**src/rtl/twi_stat_pkg.sv**
```systemverilog
package twi_stat_pkg;
    localparam int STAT_W     = 16;
    localparam int BIT_TXDONE = 0;
    localparam int BIT_RXFULL = 1;
    localparam int BIT_TXFREE = 2;
    localparam int BIT_NACK   = 8;
    // constant ones: bit 3 and bits 15:12
    localparam logic [STAT_W-1:0] STAT_FIXED = 16'hF008;

    typedef enum logic [1:0] {
        TXC_DONE    = 2'd0,
        TXC_BUSY    = 2'd1,
        TXC_RS_WAIT = 2'd2
    } txc_state_t;

    typedef struct packed {
        logic start;
        logic stop;
        logic rstart;
        logic addr;
        logic addr_hit;
        logic nack;
    } bus_ev_t;
endpackage

```
**src/rtl/twi_flag_cell.sv**
```systemverilog
module twi_flag_cell #(
    parameter logic RST_VAL = 1'b0
) (
    input  logic clk,
    input  logic rst_n,
    input  logic set_i,
    input  logic clr_i,
    output logic q
);
    logic q_nxt;

    always_comb begin
        q_nxt = q;
        if (set_i)
            q_nxt = 1'b1;
        else if (clr_i)
            q_nxt = 1'b0;
    end

    always_ff @(posedge clk) begin
        if (!rst_n)
            q <= RST_VAL;
        else
            q <= q_nxt;
    end

    AST_SET_WINS: assert property (@(posedge clk) disable iff (!rst_n)
        set_i |=> q);
    AST_CLEAR_ALONE: assert property (@(posedge clk) disable iff (!rst_n)
        (clr_i && !set_i) |=> !q);
endmodule

```
**src/rtl/twi_txdone_fsm.sv**
```systemverilog
module twi_txdone_fsm
    import twi_stat_pkg::*;
(
    input  logic    clk,
    input  logic    rst_n,
    input  logic    mode_master,
    input  bus_ev_t ev,
    input  logic    tx_empty,
    output logic    tx_done
);
    txc_state_t state, state_nxt;
    logic set_m, set_s, set_any;

    always_comb begin
        set_m   = ev.nack || (ev.stop && tx_empty);
        set_s   = ev.stop || ((state == TXC_RS_WAIT) && ev.addr && !ev.addr_hit);
        set_any = mode_master ? set_m : set_s;
    end

    always_comb begin
        state_nxt = state;
        unique case (state)
            TXC_DONE: begin
                if (set_any)
                    state_nxt = TXC_DONE;
                else if (ev.start)
                    state_nxt = TXC_BUSY;
            end
            TXC_BUSY: begin
                if (set_any)
                    state_nxt = TXC_DONE;
                else if (!mode_master && ev.rstart)
                    state_nxt = TXC_RS_WAIT;
            end
            TXC_RS_WAIT: begin
                if (set_any)
                    state_nxt = TXC_DONE;
                else if (!mode_master && ev.rstart)
                    state_nxt = TXC_RS_WAIT;
                else if (ev.start || ev.addr)
                    state_nxt = TXC_BUSY;
            end
            default: state_nxt = TXC_DONE;
        endcase
    end

    always_ff @(posedge clk) begin
        if (!rst_n)
            state <= TXC_DONE;
        else
            state <= state_nxt;
    end

    always_comb begin
        tx_done = (state == TXC_DONE);
    end

    AST_M_NACK_DONE: assert property (@(posedge clk) disable iff (!rst_n)
        (mode_master && ev.nack) |=> tx_done);
    AST_M_STOP_EMPTY: assert property (@(posedge clk) disable iff (!rst_n)
        (mode_master && ev.stop && tx_empty) |=> tx_done);
    AST_M_STOP_FULL: assert property (@(posedge clk) disable iff (!rst_n)
        (mode_master && !tx_done && !ev.nack && !tx_empty) |=> !tx_done);
    AST_S_START_CLR: assert property (@(posedge clk) disable iff (!rst_n)
        (!mode_master && ev.start && !ev.stop && !ev.addr) |=> !tx_done);
    AST_S_STOP_SET: assert property (@(posedge clk) disable iff (!rst_n)
        (!mode_master && ev.stop) |=> tx_done);
endmodule

```
**src/rtl/twi_status_flags.sv**
```systemverilog
module twi_status_flags
    import twi_stat_pkg::*;
(
    input  logic              clk,
    input  logic              rst_n,
    input  logic              mode_master,
    input  logic              ev_start,
    input  logic              ev_stop,
    input  logic              ev_rstart,
    input  logic              ev_addr,
    input  logic              addr_hit,
    input  logic              ev_byte_in,
    input  logic              ev_load_shift,
    input  logic              ev_nack,
    input  logic              host_wr_hold,
    input  logic              host_rd_rx,
    input  logic              host_rd_stat,
    input  logic              host_enable,
    output logic [STAT_W-1:0] status
);
    bus_ev_t ev;
    logic    f_txdone, f_rxfull, f_txfree, f_nack;
    logic    nack_m;

    always_comb begin
        ev.start    = ev_start;
        ev.stop     = ev_stop;
        ev.rstart   = ev_rstart;
        ev.addr     = ev_addr;
        ev.addr_hit = addr_hit;
        ev.nack     = ev_nack;
        nack_m      = mode_master && ev_nack;
    end

    twi_txdone_fsm u_txdone (
        .clk         (clk),
        .rst_n       (rst_n),
        .mode_master (mode_master),
        .ev          (ev),
        .tx_empty    (f_txfree),
        .tx_done     (f_txdone)
    );

    twi_flag_cell #(.RST_VAL(1'b0)) u_rxfull (
        .clk (clk), .rst_n (rst_n),
        .set_i (ev_byte_in), .clr_i (host_rd_rx), .q (f_rxfull)
    );

    twi_flag_cell #(.RST_VAL(1'b0)) u_txfree (
        .clk (clk), .rst_n (rst_n),
        .set_i (ev_load_shift || host_enable || nack_m),
        .clr_i (host_wr_hold), .q (f_txfree)
    );

    twi_flag_cell #(.RST_VAL(1'b0)) u_nack (
        .clk (clk), .rst_n (rst_n),
        .set_i (nack_m), .clr_i (host_rd_stat), .q (f_nack)
    );

    for (genvar i = 0; i < STAT_W; i++) begin : g_stat
        if (i == BIT_TXDONE) begin : g_b
            assign status[i] = f_txdone;
        end else if (i == BIT_RXFULL) begin : g_b
            assign status[i] = f_rxfull;
        end else if (i == BIT_TXFREE) begin : g_b
            assign status[i] = f_txfree;
        end else if (i == BIT_NACK) begin : g_b
            assign status[i] = f_nack;
        end else begin : g_b
            assign status[i] = STAT_FIXED[i];
        end
    end

    AST_ENABLE_TXFREE: assert property (@(posedge clk) disable iff (!rst_n)
        host_enable |=> status[BIT_TXFREE]);
    AST_NACK_TRIPLE: assert property (@(posedge clk) disable iff (!rst_n)
        (mode_master && ev_nack) |=> (status[BIT_NACK] && status[BIT_TXFREE] && status[BIT_TXDONE]));
    AST_STATRD_CLR: assert property (@(posedge clk) disable iff (!rst_n)
        (host_rd_stat && !nack_m) |=> !status[BIT_NACK]);
    AST_STATRD_RX_KEEP: assert property (@(posedge clk) disable iff (!rst_n)
        (host_rd_stat && !ev_byte_in && !host_rd_rx) |=> (status[BIT_RXFULL] == $past(status[BIT_RXFULL])));
    AST_BYTE_IN: assert property (@(posedge clk) disable iff (!rst_n)
        ev_byte_in |=> status[BIT_RXFULL]);
    AST_SLAVE_NO_NACK: assert property (@(posedge clk) disable iff (!rst_n)
        (!mode_master && !status[BIT_NACK]) |=> !status[BIT_NACK]);
endmodule

```
**config.mk**
```make
export PLATFORM = sky130hd
export DESIGN_NAME = twi_status_flags
export DESIGN_NICKNAME = d
export VERILOG_FILES = /design/src/rtl/twi_stat_pkg.sv /design/src/rtl/twi_flag_cell.sv /design/src/rtl/twi_txdone_fsm.sv /design/src/rtl/twi_status_flags.sv
export SDC_FILE = /design/constraint.sdc
export NUM_CORES = 1
export LEC_CHECK = 0
export ABC_AREA = 1
export BUFFER_PORTS_ARGS = -buffer_cell sky130_fd_sc_hd__buf_4
export CAP_MARGIN = 20
export CORE_AREA = 2 2 39 41
export CTS_BUF_LIST = sky130_fd_sc_hd__clkbuf_2
export DETAILED_ROUTE_END_ITERATION = 10
export DIE_AREA = 0 0 41 43
export GPL_ROUTABILITY_DRIVEN = 0
export PLACE_DENSITY = 0.72
export SLEW_MARGIN = 20
export SYNTH_ARGS = -nofsm -noshare
export SYNTH_HDL_FRONTEND = slang
export SYNTH_SLANG_ARGS = --single-unit
```
**constraint.sdc**
```tcl
create_clock -name clk -period 1.1 [get_ports clk]
set_input_delay 0.22 -clock clk [delete_from_list [all_inputs] [get_ports clk]]
set_output_delay 0.22 -clock clk [all_outputs]
set_load 0.02 [all_outputs]
```
==> results.txt, run 1 <==
----------------------------------------------------
[Status]
  Run status ... finished, violations left
  Failing checks ... negative setup slack

[Placed design]
  Port buffer count ... 18
  Cell count after placement ... 101
  Half-perimeter wire length after detailed placement ... 681 um
  Pre-CTS worst setup slack ... -0.0621 ns
  Post-placement cell area ... 523 um2

[Synthesis]
  Biggest area consumer among synthesized cells ... sky130_fd_sc_hd__buf_4
  Synthesized instance count ... 71
  Synth Register Bits ... 5
  Count of different cell masters after synthesis ... 14
  Total standard cell area after synthesis ... 435 um2
  Cell types with the largest area share after synthesis ... sky130_fd_sc_hd__buf_4 (28%), sky130_fd_sc_hd__dfxtp_1 (23%), sky130_fd_sc_hd__nand2_1 (11%)
  Yosys top cell area share ... 0.276
  Count of warnings emitted by yosys ... 0
  Sequential share of the synthesized area ... 0.230
  Average size of a mapped cell ... 6.13 um2

[Layout]
  Layout-stage area growth over the synthesis result ... 27.6%
  Net count, final ... 105
  Cell area after layout ... 556 um2
  Count of inserted antenna diode cells ... 0
  Share of post-route cells with drive strength above 1 ... 0.360
  Non-filler instance count after layout ... 105
  Post-route core utilization ... 0.401
  Multi-input gate area in the final layout ... 214 um2
  Area taken by flip-flops and latches ... 106 um2
  Fillcell total ... 151

[Clock tree]
  Buffers from clock root to sink, at most ... 2
  Clock-pin transition on the worst setup and hold timing paths ... 0.06 ns
  Clock sink count ... 5
  Root buffer cell ... sky130_fd_sc_hd__clkbuf_2
  Clock tree from TritonCTS ... done
  H-tree levels ... 1
  Clk Latency, worst-skew pair ... 0.21 ns
  Number of buffers created by CTS ... 3

[Detailed routing]
  DR DRC count ... 0
  Initial DRC Count ... 18
  Vias ... 446
  Via density ... 4.25
  Antenna Nets Post-Route ... 0
  DR WL/cell ... 8.25 um
  Final wirelength ... 866 um
  Pre-antenna DRT Iters ... 4

[Setup path]
  Max stage delay cell, worst path ... sky130_fd_sc_hd__dfxtp_4
  Arrival time at the worst endpoint ... 1.31 ns
  CP Max Fanout ... 5
  CP max stage delay ... 0.36 ns
  Category of the most critical setup path ... flop to flop
  Top cell by count, worst path ... sky130_fd_sc_hd__nand2_1
  Worst path buffer plus inverter count ... 1
  Kind of cell adding the most delay to the critical path ... simple AND/OR/NAND/NOR gates
  Critical Path, Cell by Cell ... inv_2, nor2_2, nand2_1, nand2_1, nand2_2, nand4_1, nand2_1, nand2_1, nand2_1, nor2_1
  Worst path required time ... 1.21 ns
  Crit path capture type ... flop
  Crit path launch type ... flop

[STA]
  Fin crit share ... 1.09
  Count of endpoints failing setup in the final report ... 2
  Final number of hold-violating endpoints ... 0
  Number of pins with negative max-slew slack in the final report ... 0
  Highest clock frequency the design can meet ... 832 MHz
  Clock period minus final worst setup slack ... 1.20 ns
  Clock Skews ... 0.000842 ns
  Setup TNS Final ... -0.154 ns
  Worst Setup Slack, final ... -0.102 ns
  RSZ-0062 raised after global routing ... true
  Worst Hold Slack ... 0.211 ns

[Global routing]
  Vias in the first global route ... 388
  Antenna violations before repair ... 0
  Global Route Usage Sum ... 0.108
  Pin count of the biggest net entering global routing ... 6
  Wire length of the first global-routing pass ... 1320 um
  Remaining Overflow, GRT ... 0

[Floorplan]
  Die X ... 41 um
  Die ar. ... 1760 um2
  Vertical die dimension ... 43 um
  Number of top-level design ports ... 31
  Starting Density ... 0.315
  Std-Cell Core Area ... 1380 um2
  Count of standard-cell rows ... 14

[Power]
  Worst vdd rail ir drop ... 0.574 mV
  Comb pwr share ... 0.396
  Total design power ... 658 uW
  Fraction of power spent switching nets ... 0.381
  Leak Pwr ... 0.325 nW
  Int Pwr ... 407 uW
  Portion of total power attributed to the clock network ... 0.260
  Share of total power in sequential cells ... 0.344
  Switching pwr ... 251 uW
  Pwr per Cell Area ... 1180 nW/um2

[Run]
  Max-cap viol count ... 0

[Worst hold path]
  Hold/Removal Path Class ... primary input to flop

----------------------------------------------------
## layout by cell type, fill, tap and decap left out
cell type	n
sky130_fd_sc_hd__nor2_2	2
sky130_fd_sc_hd__dfxtp_4	1
sky130_fd_sc_hd__o21ai_0	3
sky130_fd_sc_hd__a21oi_2	1
sky130_fd_sc_hd__dfxtp_2	2
sky130_fd_sc_hd__o21ai_1	1
sky130_fd_sc_hd__conb_1	12
sky130_fd_sc_hd__buf_4	20
sky130_fd_sc_hd__nor2_1	6
sky130_fd_sc_hd__nand3_1	4
sky130_fd_sc_hd__clkbuf_2	4
sky130_fd_sc_hd__a21oi_1	2
sky130_fd_sc_hd__nand4_1	2
sky130_fd_sc_hd__o211ai_1	1
sky130_fd_sc_hd__nand2_2	1
sky130_fd_sc_hd__nand2_1	13
sky130_fd_sc_hd__dfxtp_1	2
sky130_fd_sc_hd__inv_2	1
sky130_fd_sc_hd__inv_1	11
## cell usage after synthesis, drive strengths merged
library cell  instances
nor2                  8
dfxtp                 5
nand4                 2
o211ai                1
a21oi                 3
nand2                14
conb                  2
o21ai                 4
inv                  12
buf                  16
nand3                 4
## kinds of logic (layout without fill, tap and decap cells)
family | count (synthesis) | after routing | share of synthesized area
buffers and inverters | 28 | 36 | 0.379
AOI/OAI and AO/OA | 8 | 8 | 0.0977
DFF | 5 | 5 | 0.230
and+or+nand+nor | 28 | 28 | 0.276
other | 2 | 12 | 0.0172
## registers in the layout, indices dropped and copies added, names as in the netlist
signal,count
u_rxfull.q,1
u_txdone.state,2
u_nack.q,1
u_txfree.q,1
## timing repair
action	4_1_cts	5_1_grt
pin swaps	5	2
hold endpoints to repair	0	0
setup buffers	0	0
hold buffers	0	0
resized for setup	4	3
setup endpoints to repair	3	3
## layout make-up
class | count | area share
tap | 16 | 0.0360
clock buffer | 4 | 0.0360
timing repair buffer | 20 | 0.270
sequential | 5 | 0.191
inverter | 12 | 0.0811
multi-input combinational | 48 | 0.385
## worst register-to-register path: cells and delay by family (launching register included)
kind          cells  cell delay, ns
simple gates      9            0.67
buf+inv           1            0.06
flops             1            0.36
## worst paths after layout
check | startpoint | to | slack, ns | depth (start not counted)
setup / recovery | u_txdone.state[1]$_SDFFE_PN0P_ | u_txdone.state[0]$_SDFFE_PN0P_ | -0.10 | 10
hold reg to reg | u_nack.q$_SDFFE_PN0P_ | u_nack.q$_SDFFE_PN0P_ | 0.47 | 2
hold / removal | ev_byte_in | u_rxfull.q$_SDFFE_PN0P_ | 0.21 | 3
setup reg to reg | u_txdone.state[1]$_SDFFE_PN0P_ | u_txdone.state[0]$_SDFFE_PN0P_ | -0.10 | 10
## metal layers
metal  vias to the layer above  global-route usage  wire length, um
li1                        225                   -                -
met1                       197               0.109              317
met2                        22               0.184              457
met3                         2              0.0314               83
met4                         0              0.0600                7
met5                         -                   0                0
## power groups by stage
stage,clock network (mW),logic (mW),registers [mW]
final,0.171,0.260,0.226
after global routing,0.190,0.286,0.230
after CTS,0.176,0.254,0.224
after global placement,0,0.246,0.221
after floorplan,0,0.217,0.219
after detailed placement,0,0.251,0.222
Note: power is estimated with default switching activity, not from simulation.
==> inputs of run 2 (changes only) <==
--- a/config.mk
+++ b/config.mk
@@ -10,10 +10,12 @@
 export CAP_MARGIN = 20
 export CORE_AREA = 2 2 39 41
 export CTS_BUF_LIST = sky130_fd_sc_hd__clkbuf_2
+export CTS_CLUSTER_SIZE = 28
 export DETAILED_ROUTE_END_ITERATION = 10
 export DIE_AREA = 0 0 41 43
 export GPL_ROUTABILITY_DRIVEN = 0
-export PLACE_DENSITY = 0.72
+export PLACE_DENSITY = 0.74
+export RECOVER_POWER = 25
 export SLEW_MARGIN = 20
 export SYNTH_ARGS = -nofsm -noshare
 export SYNTH_HDL_FRONTEND = slang
==> results.txt, run 2 (same netlist as run 1, synthesis figures left out) <==
----------------------------------------------------
[Status]
  Failing checks ... negative setup slack
  Run status ... finished, violations left

[Floorplan]
  Starting Density ... 0.315
  Die X ... 41 um
  Count of standard-cell rows ... 14
  Number of top-level design ports ... 31
  Die ar. ... 1760 um2
  Vertical die dimension ... 43 um
  Std-Cell Core Area ... 1380 um2

[Setup path]
  Crit path launch type ... flop
  Beginning of the critical path ... u_txdone.state[1]$_SDFFE_PN0P_
  Arrival time at the worst endpoint ... 1.27 ns
  Logic depth of the worst path, buffers included ... 10
  Critical Path, Cell by Cell ... inv_2, nor2_2, nand2_1, nand2_1, nand2_2, nand4_1, nand2_1, nand2_1, nand2_1, nor2_1
  Category of the most critical setup path ... flop to flop
  Kind of cell adding the most delay to the critical path ... simple AND/OR/NAND/NOR gates
  Top cell by count, worst path ... sky130_fd_sc_hd__nand2_1
  R2R depth ... 10
  End of the critical path ... u_txdone.state[0]$_SDFFE_PN0P_
  Slack of the worst reg-to-reg path ... -0.06 ns
  CP max stage delay ... 0.35 ns
  R2r startpoint ... u_txdone.state[1]$_SDFFE_PN0P_
  Worst path required time ... 1.22 ns
  Max stage delay cell, worst path ... sky130_fd_sc_hd__dfxtp_4
  Crit path capture type ... flop
  Terminus of the critical flop-to-flop path ... u_txdone.state[0]$_SDFFE_PN0P_
  Worst path buffer plus inverter count ... 1
  CP Max Fanout ... 5

[Worst hold path]
  Worst Hold Depth ... 3
  Hold/Removal Path Class ... primary input to flop

[Clock tree]
  Number of buffers created by CTS ... 3
  Clock sink count ... 5
  Buffers from clock root to sink, at most ... 2
  Setup repair bufs after CTS ... 0
  H-tree levels ... 1
  Clock tree from TritonCTS ... done
  Root buffer cell ... sky130_fd_sc_hd__clkbuf_2
  Hold Buf Count CTS ... 0
  Clk Latency, worst-skew pair ... 0.22 ns
  Clock-pin transition on the worst setup and hold timing paths ... 0.06 ns

[Power]
  Pwr per Cell Area ... 1200 nW/um2
  Worst vdd rail ir drop ... 0.405 mV
  Total design power ... 657 uW
  Leak Pwr ... 0.321 nW

[Layout]
  Post-route core utilization ... 0.395
  Share of post-route cells with drive strength above 1 ... 0.330
  Layout-stage area growth over the synthesis result ... 25.6%
  Count of inserted antenna diode cells ... 0
  Net count, final ... 104
  Flip-flop count of the largest register after layout ... 2
  Largest reg by FF count ... u_txdone.state
  Most frequent standard cell in the layout excluding fill and tap cells ... sky130_fd_sc_hd__buf_4
  Most frequent cells in the layout ... sky130_fd_sc_hd__buf_4 (18), sky130_fd_sc_hd__nand2_1 (13), sky130_fd_sc_hd__conb_1 (12)

[STA]
  Worst Setup Slack, final ... -0.0567 ns
  Worst Hold Slack ... 0.208 ns
  Setup TNS Final ... -0.110 ns
  Clock Skews ... 0.00142 ns
  Number of pins with negative max-slew slack in the final report ... 0
  RSZ-0062 raised after global routing ... true
  Count of endpoints failing setup in the final report ... 2
  Clock period minus final worst setup slack ... 1.16 ns
  Final number of hold-violating endpoints ... 0
  Fin crit share ... 1.05
  Highest clock frequency the design can meet ... 865 MHz

[Placed design]
  Half-perimeter wire length after detailed placement ... 689 um
  Pre-CTS worst setup slack ... -0.0711 ns
  Port buffer count ... 18

[Global routing]
  Pin count of the biggest net entering global routing ... 6
  Global Route Usage Sum ... 0.108
  Remaining Overflow, GRT ... 0
  Antenna violations before repair ... 0
  Vias in the first global route ... 389
  Wire length of the first global-routing pass ... 1280 um

[Detailed routing]
  Via density ... 4.08
  Pre-antenna DRT Iters ... 4
  Initial DRC Count ... 7
  Antenna Nets Post-Route ... 0
  Vias ... 424
  DR WL/cell ... 7.79 um
  Final wirelength ... 810 um
  DR DRC count ... 0

[Run]
  Max-cap viol count ... 0

----------------------------------------------------
==> run 2: cell types whose count changed in the layout (fill, tap and decap cells not counted) <==
cell                      before  now
sky130_fd_sc_hd__dfxtp_1       2    3
sky130_fd_sc_hd__dfxtp_2       2    1
sky130_fd_sc_hd__o21ai_1       1    2
sky130_fd_sc_hd__a21oi_1       2    3
sky130_fd_sc_hd__buf_4        20   18
sky130_fd_sc_hd__a21oi_2       1    0
sky130_fd_sc_hd__o21ai_0       3    2
sky130_fd_sc_hd__buf_6         0    1
==> run 2: through the flow <==
step           std cells  area [um2]
3_5_place_dp         100         515
2_1_floorplan         81         473
3_3_place_gp         100         515
4_1_cts              104         544
6_report             104         547
5_1_grt              104         547
==> run 2: timing repair <==
item	CTS	global route
setup endpoints to repair	3	3
endpoints found under the hold margin	0	0
resized for setup	5	2
pin swaps	3	2
==> run 2: worst min path at each step <==
stage                           from                      end  slack, ns
after floorplan                rst_n  u_txfree.q$_SDFFE_PN0P_       0.32
after global placement    ev_byte_in  u_rxfull.q$_SDFFE_PN0P_       0.43
after detailed placement  ev_byte_in  u_rxfull.q$_SDFFE_PN0P_       0.44
after CTS                 ev_byte_in  u_rxfull.q$_SDFFE_PN0P_       0.20
after global routing           rst_n  u_txfree.q$_SDFFE_PN0P_       0.23
final                     ev_byte_in  u_rxfull.q$_SDFFE_PN0P_       0.21
==> run 2: metal layers <==
metal	routed length, um	global-route usage
met1	303	0.103
met3	82	0.0157
met2	424	0.188
met5	0	0
met4	0	0.0800
==> run 2: final cells by class <==
type / count / area, um2
Tap cell: 16 / 20.0
Clock buffer: 4 / 20.0
Multi-Input combinational cell: 48 / 210
Inverter: 12 / 45.0
Fill cell: 159 / 837
Timing Repair Buffer: 19 / 146
Sequential cell: 5 / 105
==> run 2: worst register-to-register path, cell delays in order (launching register included) <==
cell                      delay (ns)
sky130_fd_sc_hd__dfxtp_4        0.35
sky130_fd_sc_hd__inv_2          0.06
sky130_fd_sc_hd__nor2_2         0.03
sky130_fd_sc_hd__nand2_1        0.05
sky130_fd_sc_hd__nand2_1        0.05
sky130_fd_sc_hd__nand2_2        0.09
sky130_fd_sc_hd__nand4_1        0.16
sky130_fd_sc_hd__nand2_1        0.12
sky130_fd_sc_hd__nand2_1        0.05
sky130_fd_sc_hd__nand2_1        0.05
sky130_fd_sc_hd__nor2_1         0.03
==> run 2: power by group <==
part / switching [mW] / internal, mW / total, mW
registers: 0.0188 / 0.204 / 0.223
clock network: 0.0796 / 0.0963 / 0.176
logic: 0.150 / 0.108 / 0.258
total: 0.249 / 0.408 / 0.657
